[src/rtl/amgpio_pkg.sv]
package amgpio_pkg;

   // Register region selected by an access address.
   typedef enum logic [1:0] {
      RGN_NONE = 2'd0,
      RGN_DATA = 2'd1,
      RGN_DIR  = 2'd2
   } amgpio_rgn_e;

endpackage

[src/rtl/amgpio_decode.sv]
module amgpio_decode
   import amgpio_pkg::*;
#(
   parameter int ADDR_W   = 12,
   parameter int PIN_W    = 8,
   parameter int MASK_LSB = 2
) (
   input  logic [ADDR_W-1:0] addr,
   output amgpio_rgn_e       rgn,
   output logic [PIN_W-1:0]  mask
);

   localparam int              WIN_BITS = MASK_LSB + PIN_W;
   localparam logic [ADDR_W-1:0] DIR_OFF = ADDR_W'(1) << WIN_BITS;

   logic aligned;
   logic in_window;
   logic at_dir;

   // Alignment check only exists when there are byte-offset bits below the mask.
   generate
      if (MASK_LSB > 0) begin : g_align
         assign aligned = (addr[MASK_LSB-1:0] == '0);
      end else begin : g_noalign
         assign aligned = 1'b1;
      end
   endgenerate

   assign in_window = (addr[ADDR_W-1:WIN_BITS] == '0);
   assign at_dir    = (addr[ADDR_W-1:MASK_LSB] == DIR_OFF[ADDR_W-1:MASK_LSB]);
   assign mask      = addr[MASK_LSB +: PIN_W];

   always_comb begin
      rgn = RGN_NONE;
      if (aligned && in_window) rgn = RGN_DATA;
      else if (aligned && at_dir) rgn = RGN_DIR;
   end

endmodule

[src/rtl/amgpio_sync.sv]
module amgpio_sync #(
   parameter int W      = 8,
   parameter int STAGES = 2
) (
   input  logic         clk,
   input  logic         rst_n,
   input  logic [W-1:0] d,
   output logic [W-1:0] q
);

   logic [STAGES-1:0][W-1:0] stg;

   always_ff @(posedge clk or negedge rst_n) begin
      if (!rst_n) begin
         stg <= '0;
      end else begin
         for (int i = STAGES - 1; i > 0; i--) stg[i] <= stg[i-1];
         stg[0] <= d;
      end
   end

   assign q = stg[STAGES-1];

endmodule

[src/rtl/amgpio_regs.sv]
module amgpio_regs #(
   parameter int PIN_W = 8
) (
   input  logic             clk,
   input  logic             rst_n,
   input  logic             data_we,
   input  logic             dir_we,
   input  logic [PIN_W-1:0] mask,
   input  logic [PIN_W-1:0] wdata,
   output logic [PIN_W-1:0] out_q,
   output logic [PIN_W-1:0] dir_q
);

   always_ff @(posedge clk or negedge rst_n) begin
      if (!rst_n) begin
         out_q <= '0;
         dir_q <= '0;
      end else begin
         if (data_we) out_q <= (out_q & ~mask) | (wdata & mask);
         if (dir_we)  dir_q <= wdata;
      end
   end

endmodule

[src/rtl/amgpio_port.sv]
module amgpio_port
   import amgpio_pkg::*;
#(
   parameter int PIN_W       = 8,
   parameter int MASK_LSB    = 2,
   parameter int ADDR_W      = 12,
   parameter int SYNC_STAGES = 2
) (
   input  logic              clk,
   input  logic              rst_n,
   input  logic [ADDR_W-1:0] bus_addr,
   input  logic [PIN_W-1:0]  bus_wdata,
   input  logic              bus_wr,
   input  logic              bus_rd,
   output logic [PIN_W-1:0]  bus_rdata,
   input  logic [PIN_W-1:0]  pin_in,
   output logic [PIN_W-1:0]  pin_out,
   output logic [PIN_W-1:0]  pin_oe
);

   // Elaboration-time parameter checks.
   generate
      if (PIN_W < 1) begin : g_bad_pins
         $error("amgpio_port: PIN_W must be at least 1");
      end
      if (ADDR_W < MASK_LSB + PIN_W + 1) begin : g_bad_addr
         $error("amgpio_port: ADDR_W too narrow for data window plus direction offset");
      end
      if (SYNC_STAGES < 2) begin : g_bad_sync
         $error("amgpio_port: SYNC_STAGES must be at least 2");
      end
   endgenerate

   amgpio_rgn_e      rgn;
   logic [PIN_W-1:0] mask;
   logic [PIN_W-1:0] out_q;
   logic [PIN_W-1:0] dir_q;
   logic [PIN_W-1:0] in_sync;
   logic [PIN_W-1:0] pin_val;

   amgpio_decode #(
      .ADDR_W  (ADDR_W),
      .PIN_W   (PIN_W),
      .MASK_LSB(MASK_LSB)
   ) u_dec (
      .addr(bus_addr),
      .rgn (rgn),
      .mask(mask)
   );

   amgpio_sync #(
      .W     (PIN_W),
      .STAGES(SYNC_STAGES)
   ) u_sync (
      .clk  (clk),
      .rst_n(rst_n),
      .d    (pin_in),
      .q    (in_sync)
   );

   amgpio_regs #(
      .PIN_W(PIN_W)
   ) u_regs (
      .clk    (clk),
      .rst_n  (rst_n),
      .data_we(bus_wr && (rgn == RGN_DATA)),
      .dir_we (bus_wr && (rgn == RGN_DIR)),
      .mask   (mask),
      .wdata  (bus_wdata),
      .out_q  (out_q),
      .dir_q  (dir_q)
   );

   // Output pins read back the driven value, input pins the synchronised level.
   assign pin_val = (dir_q & out_q) | (~dir_q & in_sync);

   always_comb begin
      bus_rdata = '0;
      if (bus_rd) begin
         unique case (rgn)
            RGN_DATA: bus_rdata = pin_val & mask;
            RGN_DIR:  bus_rdata = dir_q;
            default:  bus_rdata = '0;
         endcase
      end
   end

   assign pin_out = out_q;
   assign pin_oe  = dir_q;

endmodule

[config.mk]
export PLATFORM = sky130hd
export DESIGN_NAME = amgpio_port
export DESIGN_NICKNAME = d
export VERILOG_FILES = /design/src/rtl/amgpio_pkg.sv /design/src/rtl/amgpio_decode.sv /design/src/rtl/amgpio_sync.sv /design/src/rtl/amgpio_regs.sv /design/src/rtl/amgpio_port.sv
export SDC_FILE = /design/constraint.sdc
export NUM_CORES = 1
export LEC_CHECK = 0
export BUFFER_PORTS_ARGS = -buffer_cell sky130_fd_sc_hd__buf_4
export CORE_ASPECT_RATIO = 2
export CORE_UTILIZATION = 23
export DETAILED_ROUTE_END_ITERATION = 8
export SLEW_MARGIN = 20
export SYNTH_ARGS = -nofsm -noshare
export SYNTH_HDL_FRONTEND = slang
export SYNTH_SLANG_ARGS = --single-unit
export TNS_END_PERCENT = 10
[constraint.sdc]
create_clock -name clk -period 2 [get_ports clk]
set_clock_uncertainty 0.1 [all_clocks]
set_input_delay 0.2 -clock clk [delete_from_list [all_inputs] [get_ports clk]]
set_output_delay 0.2 -clock clk [all_outputs]
set_load 0.05 [all_outputs]
After elaboration in Yosys (flattened, before gate mapping)

Index checks and enable logic that the tools add are counted.

Reduce and logical (&&, ||, !) cells: 6
Equality and inequality tests: 3
Bitwise logic cells: 9
Mux-type cells: 4

Operators by type and width:

| operator            | count |
|---|---|
| $and 8x8->8         | 5 |
| $not 8->8           | 2 |
| $or 8x8->8          | 2 |
| $pmux 8 s2          | 1 |
| $eq 10x9->1 const B | 1 |
| $mux 8              | 1 |
| $logic_and 1x1->1   | 4 |
| $logic_not 2->1     | 2 |
| $mux 2              | 2 |
| $eq 2x1->1 const B  | 1 |
| $eq 2x2->1 const B  | 1 |

Flip-flop bits (word level): 32
Output and inout port bits: 24
Input port bits: 32
Word-level logic and storage cells: 26

Depth between registers and ports, before layout

Gate-level depths: netlist of the first run.

Word-level depth: 7
Depth in mapped cells: 5
Gate-level depth less buffers: 3

Modules after synthesis

From an unflattened synthesis of the first run, not the netlist that was laid out.

Cells, all modules: 116
Area total of the unflattened synthesis: 1473.9 µm²

Modules (own cells, without submodules):

| module        | instances | sequential area each (µm²) | cells an instance | area each (µm²) |
|---|---|---|---|---|
| amgpio_regs   | 1         | 400.4                      | 42                | 656.9 |
| amgpio_sync   | 1         | 400.4                      | 24                | 460.4 |
| amgpio_port   | 1         | 0.0                        | 36                | 259.0 |
| amgpio_decode | 1         | 0.0                        | 14                | 97.6 |

Worst setup path before layout of the first run

Ideal clock, no wire load.

Path kind: input -> output
Start: in bus_rd
End: out bus_rdata[4]
Data required time: 1.700 ns
Stages: 4
Arrival time: 1.892 ns
Setup slack: -0.192 ns
Path buffers: 2
Cell sequence: clkbuf_1 > clkbuf_1 > nand4_1 > o21ai_0

Longest elaborated chain between the ends: 1

RTL lines:

| what               | line              | RTL |
|---|---|---|
| start: declaration | amgpio_port.sv:14 | `input logic bus_rd,` |
| $mux 8             | amgpio_port.sv:79 | `if (bus_rd) begin` |
| end: declaration   | amgpio_port.sv:15 | `output logic [PIN_W-1:0] bus_rdata,` |

Every way passes these cells.

Worst setup path in the final report of the first run

Start: in bus_addr[9]
End: out bus_rdata[5]

Longest elaborated chain between the ends: 7
Elaborated cells between the ends (all ways): 8
Those cells by class: 3 x eq/ne; 4 x mux; 1 x reduce/logical

RTL lines:

| what                                            | line                | RTL |
|---|---|---|
| start: declaration                              | amgpio_port.sv:11   | `input logic [ADDR_W-1:0] bus_addr,` |
| $eq 10x9->1 *                                   | amgpio_decode.sv:30 | `assign at_dir = (addr[ADDR_W-1:MASK_LSB] == DIR_OFF[ADDR_W-1:MASK_LSB]);` |
| $logic_and 1x1->1 *                             | amgpio_decode.sv:36 | `else if (aligned && at_dir) rgn = RGN_DIR;` |
| $mux 2 *                                        | amgpio_decode.sv:36 |  |
| $mux 2 *                                        | amgpio_decode.sv:35 | `if (aligned && in_window) rgn = RGN_DATA;` |
| $eq 2x2->1 / $eq 2x1->1 (equally long branches) | amgpio_port.sv:80   | `unique case (rgn)` |
| $pmux 8 s2 *                                    | amgpio_port.sv:80   |  |
| $mux 8 *                                        | amgpio_port.sv:79   |  |

Mark *: on every way between the ends. The rest lies on a longest branch, timed or not.

==> results.ini, run 1 <==
[run_status]
run_status=completed

[setup_path]
slowest_delay_ns=0.46
critical_path.cell_chain=buf_4 > nor2_1 > nand4_1 > o21ai_0 > buf_4
worstSetupPathType=in2out
crit_slowest_cell=nor2_1
arrival_ns=1.48
path_common_cell=buf_4
cp-start-kind=primary input
path_max_fanout=8
endpoint_kind=output port
r2r_cells=1
worstPathRequired_ns=1.70
reg2reg_from=u_regs.dir_q[5]
reg2reg_slack_ns=1.09
worstReg2RegEnd=u_regs.dir_q[5]

[pwr]
p_leak_uw=0.0009435
power_frac_comb_pct=18.0
p_total_uw=1816
clock_power_share_pct=42.0
p_int_uw=1347
ir_worst_vdd_mv=0.6144
pwr_density_cell_nw_per_um2=874.4
p_seq_share_pct=40.1
power_switching_share_pct=25.84
netSwitchingPower_uw=469.3

[floorplanning]
rows=39
io_pins=56
initial_core_util_pct=23.82
die-area_um2=6244
die_w_um=56.38
core-area_um2=5709
die_h_um=110.8

[grt]
overflow=0
grt_pass1_vias=1192
antenna_found_initial=0
grt_max_degree=33
track_usage_pct=12.16
grt_first_pass_wirelength_um=5692

[clock_tree]
ctsResizeCount=0
path_clk_slew_ns=0.05
h-tree-depth=2
cts_max_path_buffers=2
ctsRootBufferMaster=clkbuf_16
insertion_delay_ns=0.27
cts_buffers=5
clock_sink_count=32
cts_tree=built

[logic_synthesis]
synth-seq-cells=32
yosysTopAreaCellShare_pct=58.88
synthTopCellsByCount=dfrtp_1 (32), mux2_2 (24), nand4_1 (16)
synth.cell_area_um2=1360
synth_area_leader_cell=dfrtp_1
syn_area_per_cell_um2=13.47
postSynth.asyncResetShare_pct=100.0
synth_edf_count=0
yosys_warnings=0
yosysUniqueCellTypes=14
synthFlopType=dfrtp_1
synth_nets=133
yosys-top-cells-area=dfrtp_1 (59%), mux2_2 (20%), nand4_1 (7.4%)
synth_seq_area_share_pct=58.88
synth.most_common_cell=dfrtp_1
netlist_instances=101

[sta]
tightest_slew_ns=0.5734
hold_violations=0
fmax_mhz=562.7
max_slew_margin_pct=61.63
post-route-period-util_pct=88.85
setup-violations-final=0
fin_crit_ns=1.777
drv_slew=0
rsz0062_at_grt=false

[layout]
n_antenna_cell=0
nets=201
final_util_pct=36.38
num-fill-cells=552
final-seq-area_um2=800.8
area_growth_pct=52.71
multi_input_area_um2=529.3
layout-drive-gt1-share_pct=53.25

[detailed_routing]
num_vias=1118
viasPerCell=4.861
first_pass_iters=4
ant_nets=0
wire_per_inst_um=15.72
routed_wl_um=3615
drc_errors=0
drt-initial-drc-count=41

[placement]
place_congestion=0.7728
hpwl_um=2650
port_buffers=55

[hold_path]
hp-start=bus_wdata[4]
worstHoldEndpoint=u_regs.dir_q[4]
min_path_type=in2reg
hold_depth=2

[flow_run]
drv_cap=0

==> what timing repair did <==
action                    4_1_cts  5_1_grt
setup buffers                   0        0
hold endpoints to repair       40        0
hold buffers                    9        0
==> worst max-delay path, delay by kind of cell <==
kind	cells	cell delay [ns]
and+or+nand+nor	2	0.61
buffers and inverters	2	0.38
AOI/OAI and AO/OA	1	0.28
==> power groups by stage <==
stage / Sequential [uW] / Combinational (uW) / Clock (uW)
after floorplan: 845 / 57.9 / 0
after global placement: 737 / 311 / 0
after detailed placement: 740 / 315 / 0
after CTS: 729 / 330 / 785
after global routing: 732 / 343 / 820
final: 728 / 326 / 762
==> logic make-up (layout without fill, tap and decap cells) <==
family | Yosys count | count (layout) | synth area share [%]
flops | 32 | 32 | 58.88
compound gates | 8 | 8 | 2.944
mux | 24 | 24 | 19.87
simple gates | 32 | 32 | 16.10
buf+inv | 5 | 73 | 2.208
==> layer usage <==
layer / GRT usage (%) / share of wire [%]
met1: 14.08 / 40
met4: 7.480 / 2.6
met2: 19.52 / 53
met5: 0 / 0
met3: 3.267 / 5.3
==> stage by stage <==
step | hold WS (ns) | setup slack [ns] | cell area, um^2 | setup TNS [ns] | std cells
global route | 0.06666 | 0.02138 | 2077 | 0 | 230
CTS | 0.06403 | 0.2203 | 2077 | 0 | 230
detailed placement | 0.06262 | 0.2764 | 1834 | 0 | 214
finish | 0.06961 | 0.2230 | 2077 | 0 | 230
floorplan | -0.1956 | -0.1920 | 1360 | -1.319 | 101
global placement | 0.05969 | 0.2806 | 1834 | 0 | 214
==> cell type report <==
class,count,area share [%]
Clock buffer,7,7.349
Multi-Input combinational cell,64,25.48
Sequential cell,32,38.55
Tap cell,61,3.675
Timing Repair Buffer,66,24.94
==> cells in the final DEF, fill, tap and decap left out <==
cell type / netlist / routed
and4_1: 1 / 1
buf_4: 1 / 57
clkbuf_16: 0 / 5
clkbuf_8: 0 / 2
dfrtp_1: 32 / 32
dlygate4sd3_1: 0 / 9
mux2_2: 24 / 24
nand2_1: 1 / 1
nand3_1: 8 / 8
nand4_1: 16 / 16
nor2_1: 1 / 1
nor3_1: 1 / 1
nor3b_1: 2 / 2
nor4_4: 2 / 2
o21ai_0: 8 / 7
o21ai_1: 0 / 1
==> how the worst max path moves through the flow <==
stage | slack [ns] | endpoint | start | depth (start not counted)
4_1_cts | 0.22 | bus_rdata[3] | u_regs.dir_q[3] | 4
5_1_grt | 0.02 | bus_rdata[3] | bus_addr[9] | 5
2_1_floorplan | -0.19 | bus_rdata[5] | bus_rd | 4
3_3_place_gp | 0.28 | bus_rdata[1] | bus_addr[9] | 5
6_report | 0.22 | bus_rdata[5] | bus_addr[9] | 5
3_5_place_dp | 0.28 | bus_rdata[3] | bus_addr[3] | 6
No activity file was read; power rests on OpenSTA's default activity.
==> run 2, diff against run 1 <==
- BUFFER_PORTS_ARGS: -buffer_cell sky130_fd_sc_hd__buf_4 -> default
- CORE_UTILIZATION: 23 -> 46
- DONT_BUFFER_PORTS: default -> 1
==> run 2 against run 1 <==
- critical path depth is 1 lower
- sequential power is 1% lower
- largest power group is now registers
- maximum frequency is 3.0% lower
- register-to-register slack worse by 0.26 ns
- highest routed layer unchanged
==> results.ini, run 2 (same netlist as run 1, synthesis figures left out) <==
[setup_path]
endpoint_kind=output port
reg2reg_from=u_regs.dir_q[6]
path_max_fanout=3  ; -5
cp-startpoint=u_regs.dir_q[6]
arrival_ns=1.53  ; +0.05 ns
worstSetupPathType=reg2out
worstPathRequired_ns=1.70  ; about the same
cp-start-kind=flop

[sta]
tightest_slew_ns=0.4350  ; -0.1385 ns
fin_crit_ns=1.832  ; +0.05493 ns
rsz0062_at_grt=false
post-route-period-util_pct=91.60  ; +2.7 points
drv_slew=0  ; unchanged
setup-tns-final_ns=0  ; unchanged
fin_ws_ns=0.1680  ; -0.05493 ns
fmax_mhz=545.9  ; -3.0%
max_slew_margin_pct=71.00  ; +9.4 points
hold_violations=0  ; unchanged
setup-violations-final=0  ; unchanged

[floorplanning]
io_pins=56  ; unchanged
die_h_um=78.90  ; -29%
initial_core_util_pct=49.10  ; +25 points
rows=27  ; -31%
die-area_um2=3191  ; -49%
die_w_um=40.45  ; -28%
core-area_um2=2770  ; -51%

[detailed_routing]
num_vias=1062  ; -5.0%
drc_errors=0  ; unchanged
wire_per_inst_um=18.01  ; +15%
ant_nets=0  ; unchanged
viasPerCell=6.000  ; +23%
first_pass_iters=4  ; unchanged
drt-initial-drc-count=28  ; -32%
routed_wl_um=3188  ; -12%

[pwr]
p_leak_uw=0.0008031  ; -15%
ir_worst_vdd_mv=0.6461  ; +5.2%
pwr_density_cell_nw_per_um2=794.1  ; -9.2%

[layout]
layout-drive-gt1-share_pct=41.22  ; -12 points
nets=180  ; -10%
final_cell_area_um2=1838  ; -12%
n_antenna_cell=0  ; unchanged
area_growth_pct=35.14
final_common_cell=dfrtp_1
final_cell_mix=dfrtp_1 (31), buf_4 (27), mux2_2 (24), dlygate4sd3_1 (17), nand4_1 (16)

[placement]
hpwl_um=2271  ; -14%
place_congestion=0.7965  ; +3.1%
place_worst_setup_slack_ns=0.3113  ; +0.03497 ns
port_buffers=0  ; -100%
place_area_um2=1569  ; -14%

[grt]
grt_max_degree=33  ; unchanged
overflow=0  ; unchanged
track_usage_pct=23.28  ; +11 points
grt_pass1_vias=1143  ; -4.1%
grt_first_pass_wirelength_um=4912  ; -14%
antenna_found_initial=0  ; unchanged

[hold_path]
hp-start=bus_addr[9]
min_path_type=in2reg

[clock_tree]
ctsRootBufferMaster=clkbuf_8
cts_tree=built
insertion_delay_ns=0.28  ; about the same
h-tree-depth=2  ; unchanged
cts_buffers=5  ; unchanged
clock_sink_count=32  ; unchanged
cts_max_path_buffers=2  ; unchanged
path_clk_slew_ns=0.06  ; about the same

[run_status]
run_status=completed

[flow_run]
drv_cap=0  ; unchanged

## run 2: repair_timing
action,CTS,global route
resized for setup,1,0
hold endpoints to repair,56,0
hold buffers,18,0
setup endpoints to repair,1,0
buffers inserted,0,0
## run 2: final cells by class
class | instances | area (um^2)
clock buffer | 6 | 72.57
multi-input combinational | 64 | 529.3
tap | 29 | 36.28
timing repair buffer | 45 | 392.9
fill | 230 | 932.1
sequential | 32 | 802.0
clock inverter | 1 | 5.005
## run 2: critical path, stage by stage (launching register included)
cell     delay [ns]
dfrtp_2        0.53
mux2_2         0.37
nand4_1        0.08
o21ai_1        0.06
buf_4          0.20
## run 2: final timing paths
kind	to	slack, ns	cells past startpoint
min in group asynchronous	async pin	0.26	2
worst min-delay path	flop	0.05	2
max in group asynchronous	u_regs.dir_q[6]	1.35	2
worst max-delay path	bus_rdata[6]	0.17	4
worst min register to register	u_sync.q[0]	0.25	0
worst max register to register	u_regs.dir_q[6]	0.83	2
## run 2: power breakdown
part           internal [uW]  switching [uW]
clock                    236             218
combinational            107             180
sequential               696            22.4
total                   1040             421
## run 2: metal layers
| layer | vias to the layer above | global-route usage (%) | wire length (um) |
|---|---|---|---|
| met1 | 520 | 23.66 | 1108 |
| met5 | - | 0 | 0 |
| met3 | 9 | 7.542 | 269 |
| met4 | 0 | 13.00 | 99 |
| li1 | 479 | - | - |
| met2 | 54 | 38.41 | 1710 |
## run 2: per-stage QoR
step / instances / power, uW / hold slack (ns) / utilization (%)
floorplan: 101 / 902.4 / -0.1956 / -
global placement: 152 / 963.7 / -0.1950 / 56.64
detailed placement: 152 / 973.4 / -0.1950 / 56.64
CTS: 177 / 1477 / 0.04817 / 66.35
global route: 177 / 1526 / 0.05190 / 66.35
finish: 177 / 1460 / 0.05204 / 66.35
==> run 3, diff against run 2 <==
- MAX_ROUTING_LAYER: default -> met4
==> run 3 against run 2 <==
- cell count stayed put
- first-iteration DRC count is 11% higher
- register-to-register slack hardly changed
- non-clock buffer count stayed put
- critical path type unchanged
==> results.ini, run 3 (same netlist as run 1, synthesis figures left out) <==
[run_status]
run_status=completed

[setup_path]
reg2reg_slack_ns=0.83  ; about the same
cp-start-kind=flop
crit_slowest_cell=dfrtp_2
r2r_cells=2  ; unchanged
reg2reg_from=u_regs.dir_q[6]
critical_path.cell_chain=mux2_2 > nand4_1 > o21ai_1 > buf_4
crit_buf_inv=1  ; unchanged
worstReg2RegEnd=u_regs.dir_q[6]
slowest_delay_ns=0.53  ; about the same
path_max_fanout=3  ; unchanged
arrival_ns=1.53  ; about the same
endpoint_kind=output port
worst_path_dominant_cell_family=flip-flops
worstPathRequired_ns=1.70  ; about the same
worstSetupPathType=reg2out

[sta]
fin_crit_ns=1.832  ; +0.0004210 ns
tightest_slew_ns=0.4346  ; -0.0004239 ns
fmax_mhz=545.7  ; about the same
hold_violations=0  ; unchanged
post-route-period-util_pct=91.62  ; about the same
drv_slew=0  ; unchanged
max_slew_margin_pct=71.03  ; about the same
setup-violations-final=0  ; unchanged
rsz0062_at_grt=false
hold-worst-slack_ns=0.04964  ; -0.002399 ns
fin_ws_ns=0.1676  ; -0.0004210 ns

[grt]
grt_first_pass_wirelength_um=4899  ; -0.26%
grt_pass1_vias=1147  ; +0.35%
track_usage_pct=23.84  ; +0.57 points
antenna_found_initial=0  ; unchanged
grtUsageMet1_pct=24.43  ; +0.76 points
grt_max_degree=33  ; unchanged
grt_util_met2_pct=38.41  ; unchanged
overflow=0  ; unchanged
grt.busiest_layer=met2
grtUsageMet3_pct=6.425  ; -1.1 points

[pwr]
pwr_density_cell_nw_per_um2=794.8  ; about the same
p_leak_uw=0.0008031  ; unchanged
p_total_uw=1461  ; about the same
ir_worst_vdd_mv=0.6462  ; about the same

[clock_tree]
ctsRootBufferMaster=clkbuf_8
cts_max_path_buffers=2  ; unchanged
cts_buffers=5  ; unchanged
insertion_delay_ns=0.28  ; about the same
cts_tree=built
path_clk_slew_ns=0.06  ; about the same
h-tree-depth=2  ; unchanged
clock_sink_count=32  ; unchanged

[floorplanning]
die_h_um=78.90  ; unchanged
rows=27  ; unchanged
die_w_um=40.45  ; unchanged
die-area_um2=3191  ; unchanged
core-area_um2=2770  ; unchanged
initial_core_util_pct=49.10  ; unchanged
io_pins=56  ; unchanged

[hold_path]
hold_depth=2  ; unchanged
hp-start=bus_addr[9]
min_path_type=in2reg

[placement]
dp_cells=152  ; unchanged
place_congestion=0.8079  ; +1.4%
hpwl_um=2271  ; unchanged
place_worst_setup_slack_ns=0.3113  ; unchanged
port_buffers=0  ; unchanged

[layout]
final_cell_mix=dfrtp_1 (31), buf_4 (27), mux2_2 (24), dlygate4sd3_1 (17), nand4_1 (16)
final_util_pct=66.35  ; unchanged
area_growth_pct=35.14  ; unchanged
num-fill-cells=230  ; unchanged
layout.cells.non_filler=177  ; unchanged
n_antenna_cell=0  ; unchanged
layout-drive-gt1-share_pct=41.22  ; unchanged
nets=180  ; unchanged
final_common_cell=dfrtp_1

[detailed_routing]
wire_per_inst_um=18.01  ; about the same
first_pass_iters=4  ; unchanged
routed_wl_um=3187  ; about the same
drt-initial-drc-count=31  ; +11%
num_vias=1065  ; +0.28%
drc_errors=0  ; unchanged
ant_nets=0  ; unchanged
viasPerCell=6.017  ; +0.28%

[flow_run]
drv_cap=0  ; unchanged

-- run 3: cell counts in the layout (fill, tap and decap cells not counted) --
No cell type changed its count.
-- run 3: what timing repair did --
item | CTS | global route
gates resized for setup | 1 | 0
hold endpoints to repair | 56 | 0
setup endpoints to repair | 1 | 0
hold buffers | 18 | 0
buffers inserted | 0 | 0
-- run 3: layout make-up --
cell class              instances  area [um^2]  share of cell area (%)
clock inverters                 1        5.005                  0.2723
well taps                      29        36.28                   1.974
repair buffers                 45        392.9                   21.38
multi-input cells              64        529.3                   28.80
clock buffers                   6        72.57                   3.948
flip-flops and latches         32        802.0                   43.64
-- run 3: how the worst max path moves through the flow --
stage | from | end | slack [ns] | cells after the start
2_1_floorplan | bus_rd | bus_rdata[5] | -0.19 | 4
3_3_place_gp | u_regs.dir_q[6] | bus_rdata[6] | 0.32 | 4
3_5_place_dp | u_regs.dir_q[6] | bus_rdata[6] | 0.31 | 4
4_1_cts | u_regs.dir_q[6] | bus_rdata[6] | 0.15 | 4
5_1_grt | u_regs.dir_q[6] | bus_rdata[6] | 0.10 | 4
6_report | u_regs.dir_q[6] | bus_rdata[6] | 0.17 | 4
-- run 3: power breakdown --
part	internal (uW)	leakage (uW)	total [uW]	switching, uW
Sequential	696	0.000399	719	22.6
Clock	236	0.0000410	455	219
Combinational	107	0.000363	287	180
Total	1040	0.000803	1460	422
-- run 3: through the flow --
| stage | TNS (ns) | area [um^2] |
|---|---|---|
| 4_1_cts | 0 | 1838 |
| 2_1_floorplan | -1.319 | 1360 |
| 3_3_place_gp | 0 | 1569 |
| 6_report | 0 | 1838 |
| 3_5_place_dp | 0 | 1569 |
| 5_1_grt | 0 | 1838 |
-- run 3: per-layer routing --
metal | share of wire [%] | up-vias
li1 | - | 477
met1 | 35 | 519
met3 | 8.6 | 9
met4 | 3.3 | 0
met2 | 53 | 60
met5 | 0 | -
